$ cat config.mk
export PLATFORM = sky130hd
export DESIGN_NAME = quad_fault_latch
export DESIGN_NICKNAME = d
export VERILOG_FILES = /design/src/rtl/qfl_pkg.sv /design/src/rtl/qfl_filter.sv /design/src/rtl/qfl_channel.sv /design/src/rtl/quad_fault_latch.sv
export SDC_FILE = /design/constraint.sdc
export NUM_CORES = 1
export LEC_CHECK = 0
export ABC_AREA = 1
export BUFFER_PORTS_ARGS = -buffer_cell sky130_fd_sc_hd__buf_2
export CAP_MARGIN = 10
export CORE_MARGIN = 2
export CORE_UTILIZATION = 58
export DETAILED_ROUTE_END_ITERATION = 16
export GPL_ROUTABILITY_DRIVEN = 0
export PLACE_DENSITY = 0.8
export SYNTH_ARGS = -nofsm -noshare
export SYNTH_HDL_FRONTEND = slang
export SYNTH_SLANG_ARGS = --single-unit
$ cat constraint.sdc
create_clock -name clk -period 1.26 [get_ports clk]
set_input_delay 0.063 -clock clk [delete_from_list [all_inputs] [get_ports clk]]
set_output_delay 0.063 -clock clk [all_outputs]
set_load 0.02 [all_outputs]
$ cat src/rtl/qfl_pkg.sv
package qfl_pkg;
   typedef struct packed {
      logic sc;
      logic ol;
      logic sg;
   } chan_flags_t;
endpackage

$ cat src/rtl/qfl_filter.sv
module qfl_filter #(
   parameter int LIM_A = 16,
   parameter int LIM_B = 64
) (
   input  logic clk,
   input  logic rst_n,
   input  logic din,
   input  logic sel_a,
   output logic qual
);
   localparam int LMAX = (LIM_A > LIM_B) ? LIM_A : LIM_B;
   localparam int CW   = $clog2(LMAX + 1);
   localparam logic [CW-1:0] LA = CW'(LIM_A);
   localparam logic [CW-1:0] LB = CW'(LIM_B);
   localparam logic [CW-1:0] LM = CW'(LMAX);

   generate
      if (LIM_A < 1 || LIM_B < 1) begin : g_bad_lim
         $error("qfl_filter: limits must be at least 1");
      end
   endgenerate

   logic [CW-1:0] cnt;
   logic [CW-1:0] lim;

   assign lim  = sel_a ? LA : LB;
   assign qual = (cnt >= lim);

   always_ff @(posedge clk or negedge rst_n) begin
      if (!rst_n)      cnt <= '0;
      else if (!din)   cnt <= '0;
      else if (cnt != LM) cnt <= cnt + 1'b1;
   end

   // a qualified level needs the comparator high on the previous edge
   assert_qual_needs_input_R6: assert property (@(posedge clk) disable iff (!rst_n)
      (qual && $past(rst_n)) |-> $past(din));
endmodule

$ cat src/rtl/qfl_channel.sv
module qfl_channel
   import qfl_pkg::*;
#(
   parameter int OL_SHORT = 16,
   parameter int OL_LONG  = 64,
   parameter int SG_DLY   = 16
) (
   input  logic        clk,
   input  logic        rst_n,
   input  logic        cmd,
   input  logic        sc_cmp,
   input  logic        ol_cmp,
   input  logic        sg_cmp,
   input  logic        ol_fast,
   input  logic        clr,
   output logic        drv_en,
   output chan_flags_t flags
);
   logic ol_q, sg_q, lock_q;

   qfl_filter #(.LIM_A(OL_SHORT), .LIM_B(OL_LONG)) u_ol (
      .clk(clk), .rst_n(rst_n), .din(ol_cmp), .sel_a(ol_fast), .qual(ol_q));

   qfl_filter #(.LIM_A(SG_DLY), .LIM_B(SG_DLY)) u_sg (
      .clk(clk), .rst_n(rst_n), .din(sg_cmp), .sel_a(1'b1), .qual(sg_q));

   always_ff @(posedge clk or negedge rst_n) begin
      if (!rst_n)        lock_q <= 1'b0;
      else if (!cmd)     lock_q <= 1'b0;
      else if (sc_cmp)   lock_q <= 1'b1;
   end

   assign drv_en = cmd & ~lock_q;

   always_ff @(posedge clk or negedge rst_n) begin
      if (!rst_n) begin
         flags <= '0;
      end else if (clr) begin
         flags <= '0;
      end else begin
         flags.sc <= flags.sc | sc_cmp;
         flags.ol <= flags.ol | ol_q;
         flags.sg <= flags.sg | sg_q;
      end
   end

   assert_short_disables_R2: assert property (@(posedge clk) disable iff (!rst_n)
      (sc_cmp && cmd) |=> (!drv_en && flags.sc));
   assert_latch_holds_R3: assert property (@(posedge clk) disable iff (!rst_n)
      (lock_q && cmd) |=> lock_q);
   assert_clear_zeroes_R9: assert property (@(posedge clk) disable iff (!rst_n)
      clr |=> (flags == '0));
   assert_flags_sticky_R9: assert property (@(posedge clk) disable iff (!rst_n)
      (flags.ol && !clr) |=> flags.ol);
endmodule

$ cat src/rtl/quad_fault_latch.sv
module quad_fault_latch
   import qfl_pkg::*;
#(
   parameter int NCH      = 4,
   parameter int NTEMP    = 2,
   parameter int OL_SHORT = 16,
   parameter int OL_LONG  = 64,
   parameter int SG_DLY   = 16
) (
   input  logic             clk,
   input  logic             rst_n,
   input  logic [NCH-1:0]   cmd_in,
   input  logic [NCH-1:0]   sc_cmp,
   input  logic [NCH-1:0]   ol_cmp,
   input  logic [NCH-1:0]   sg_cmp,
   input  logic [NTEMP-1:0] temp_sns,
   input  logic [NCH-1:0]   ol_fast,
   input  logic             diag_clr,
   output logic [NCH-1:0]   drv_en,
   output logic [NCH-1:0]   flag_sc,
   output logic [NCH-1:0]   flag_ol,
   output logic [NCH-1:0]   flag_sg,
   output logic             flag_temp,
   output logic             flag_any
);
   generate
      if (NCH < 1 || NTEMP < 1) begin : g_bad_count
         $error("quad_fault_latch: NCH and NTEMP must be at least 1");
      end
      if (OL_SHORT >= OL_LONG) begin : g_bad_order
         $error("quad_fault_latch: OL_SHORT must be below OL_LONG");
      end
   endgenerate

   chan_flags_t ch_flags [NCH];

   generate
      for (genvar c = 0; c < NCH; c++) begin : g_ch
         qfl_channel #(.OL_SHORT(OL_SHORT), .OL_LONG(OL_LONG), .SG_DLY(SG_DLY)) u_ch (
            .clk(clk), .rst_n(rst_n), .cmd(cmd_in[c]), .sc_cmp(sc_cmp[c]),
            .ol_cmp(ol_cmp[c]), .sg_cmp(sg_cmp[c]), .ol_fast(ol_fast[c]),
            .clr(diag_clr), .drv_en(drv_en[c]), .flags(ch_flags[c]));
         assign flag_sc[c] = ch_flags[c].sc;
         assign flag_ol[c] = ch_flags[c].ol;
         assign flag_sg[c] = ch_flags[c].sg;
      end
   endgenerate

   logic hot;
   assign hot = |temp_sns;

   always_ff @(posedge clk or negedge rst_n) begin
      if (!rst_n)        flag_temp <= 1'b0;
      else if (diag_clr) flag_temp <= 1'b0;
      else if (hot)      flag_temp <= 1'b1;
   end

   assign flag_any = flag_temp | (|flag_sc) | (|flag_ol) | (|flag_sg);

   assert_temp_sticky_R4: assert property (@(posedge clk) disable iff (!rst_n)
      (flag_temp && !diag_clr) |=> flag_temp);
   assert_temp_sets_R4: assert property (@(posedge clk) disable iff (!rst_n)
      (hot && !diag_clr) |=> flag_temp);
   assert_any_covers_temp_R8: assert property (@(posedge clk) disable iff (!rst_n)
      flag_temp |-> flag_any);
endmodule

==> run_results.csv <==
group,metric,value,unit
drt,dr.pass1.iters,4,
die,die_h,81.6,um
timing,setup_viol,2,
timing,tightest_slew,0.353,ns
power,ir_worst_vdd,0.726,mV
run,drv_cap,0,
cts,clock-sinks,65,
cts,htree_levels,3,
die,ios,43,
timing,slew_viol_final,0,
grt,antenna_found_initial,0,
drt,drt-total-wl,7.59,mm
die,die-area,6660,um^2
grt,grt_max_degree,66,
cts,clockRootBuffer,"clkbuf_8",
layout,n_antenna_cell,0,
synthesis,ys_seq_area_share,46.5,%
drt,via_per_inst,5.07,
layout,layout-drive-gt1-share,23.8,%
layout,nNetsFinal,578,
drt,via_count,3082,
timing,fin_worst_skew,0.00949,ns
worst_setup_path,reg2reg_slack,-0.02,ns
die,num_rows,28,
place,placed_area,3800,um^2
die,initial_core_util,59.4,%
synthesis,syn_nets,494,
grt,grt_pass1_vias,2880,
timing,rsz0062_at_grt,"yes",
outcome,violations,"negative setup slack",
place,portBuffers,42,
grt,grt_remaining_overflow,0,
layout,synthToLayoutAreaGrowth,28.9,%
layout,design_area,4500,um^2
drt,drc_errors,0,
hold_path,hp-class,"input pin to flip-flop",
power,powerDensity,1080,nW/um^2
worst_setup_path,end_kind,"primary output",
synthesis,yosys_register_bits,65,
outcome,status,"finished, violations left",
cts,cts.path.max_buffers,2,
timing,period_needed,1.34,ns
synthesis,syn_area_per_cell,7.85,um^2
timing,fin_ws,-0.0845,ns
synthesis,synth_area,3490,um^2
power,p_leak,2.30,nW
worst_setup_path,cpMaxStageDelayCell,"dfrtp_1",
timing,fin_setup_tns,-0.101,ns
worst_setup_path,path_class,"flip-flop to primary output",
die,core,5890,um^2
worst_setup_path,worstPathRequired,1.20,ns
worst_setup_path,crit_chain,"inv_2 > nand4_1 > nor3_2 > nand2_1 > buf_6",
synthesis,yosysWarnings,0,
place,hpwl,4.90,mm
worst_setup_path,critical_path.max_fanout,2,
worst_setup_path,max_stage_delay,0.40,ns
drt,drtIter0Drc,151,
timing,maxSlewHeadroom,76.5,%
timing,fmax,744,MHz
drt,post_drt_wl_per_cell,12.5,um
power,total_power,4.86,mW
cts,cts_tree,"built",
timing,timing.final.crit_share,107,%
cts,insertion_delay,0.35,ns
drt,ant_nets,0,
grt,grt_use_total,23.1,%
timing,hold_viol,0,
die,die_w,81.6,um
grt,grt_pass1_wl,11.7,mm
worst_setup_path,critical_path.startpoint_type,"flip-flop",
worst_setup_path,cp.arrival,1.28,ns
cts,cts_made_buffers,9,
layout,final_util,76.5,%
synthesis,netlist_instances,445,
synthesis,ys_types,22,
cts,path_clk_slew,0.07,ns
timing,whs,0.00639,ns
==> cell usage after synthesis, drive strengths merged <==
cell type	n	area, um^2
a21boi	1	7.51
a21oi	17	85.1
buf	5	35.0
clkbuf	1	3.75
dfrtp	65	1630
ha	24	300
inv	82	308
nand2	84	315
nand3	47	245
nand3b	2	15.0
nand4	7	43.8
nor2	74	290
nor3	9	45.0
o21ai	16	80.1
or2	1	6.26
xnor2	3	26.3
xor2	7	61.3
==> kinds of logic (layout without fill, tap and decap cells) <==
family,after synthesis,in the layout,share of synthesized area (%)
buffers and inverters,88,176,9.92
XOR/XNOR,10,10,2.51
AO/OA/AOI/OAI,34,34,4.94
flip-flops,65,65,46.5
AND/OR/NAND/NOR,224,224,27.5
adder cells (fa/ha/maj),24,24,8.59
==> per-layer routing <==
layer / vias up / track usage, % / share of wire (%)
met5: - / 0 / 0
met4: 0 / 9.00 / 1.3
met3: 9 / 5.27 / 5.6
met2: 75 / 40.8 / 50
met1: 1441 / 27.2 / 43
li1: 1557 / - / -
==> where the power goes <==
group / switching (mW) / leakage (nW) / internal (mW)
Combinational: 0.382 / 1.33 / 0.297
Sequential: 0.0988 / 0.866 / 2.18
Clock: 0.783 / 0.112 / 1.12
Total: 1.26 / 2.30 / 3.60
==> metrics by stage <==
step / cells / setup WS (ns)
2_1_floorplan: 445 / 0.132
3_3_place_gp: 560 / 0.0666
3_5_place_dp: 560 / 0.0103
4_1_cts: 596 / -0.109
5_1_grt: 608 / -0.160
6_report: 608 / -0.0845
==> final timing paths <==
| check | depth (start not counted) | startpoint | end |
|---|---|---|---|
| setup / recovery | 5 | g_ch[1].u_ch.flags[0] | flag_any |
| hold / removal | 3 | temp_sns[1] | flag_temp |
| setup reg to reg | 8 | g_ch[3].u_ch.u_ol.cnt[4] | g_ch[3].u_ch.flags[1] |
| hold reg to reg | 2 | g_ch[2].u_ch.lock_q | g_ch[2].u_ch.lock_q |
| max in group asynchronous | 3 | rst_n | g_ch[0].u_ch.u_ol.cnt[6] |
| min in group asynchronous | 3 | rst_n | g_ch[3].u_ch.u_ol.cnt[0] |
==> flip-flops by register name (all words and copies together), names as in the netlist <==
register / flops
g_ch.u_ch.u_ol.cnt: 28
flag_temp: 1
g_ch.u_ch.u_sg.cnt: 20
g_ch.u_ch.flags: 12
g_ch.u_ch.lock_q: 4
==> placed cells by master (no fill, tap or decap), types with 5 or more instances in the layout <==
cell,count
nand2_1,81
inv_1,68
dfrtp_1,63
nor2_1,58
nand3_1,42
buf_2,41
dlygate4sd3_1,20
a21oi_1,17
buf_4,16
inv_2,14
ha_1,14
nor2_2,13
o21ai_0,13
clkbuf_8,13
ha_4,8
nand4_1,7
xor2_1,7
nor3_1,7
nand3_2,5
==> worst max-delay path, delay by kind of cell (launching register included) <==
kind,cells,cell delay [ns]
simple gates,3,0.32
flops,1,0.40
buf+inv,2,0.22
==> repair_timing <==
action                                  4_1_cts  5_1_grt
resized for setup                             5       47
buffers inserted                              0       13
hold buffers                                 21        0
endpoints found under the setup margin        3       23
pin swaps                                     1       13
hold endpoints to repair                     94        0
==> area by class of cell <==
cell class                      count  area, um^2
Multi-Input combinational cell    292        1700
Sequential cell                    65        1630
Fill cell                         410        1380
Timing Repair Buffer               79         557
Inverter                           82         308
Clock buffer                       13         179
Tap cell                           75        93.8
Clock inverter                      2        35.0
Note: power is estimated with default switching activity, not from simulation.
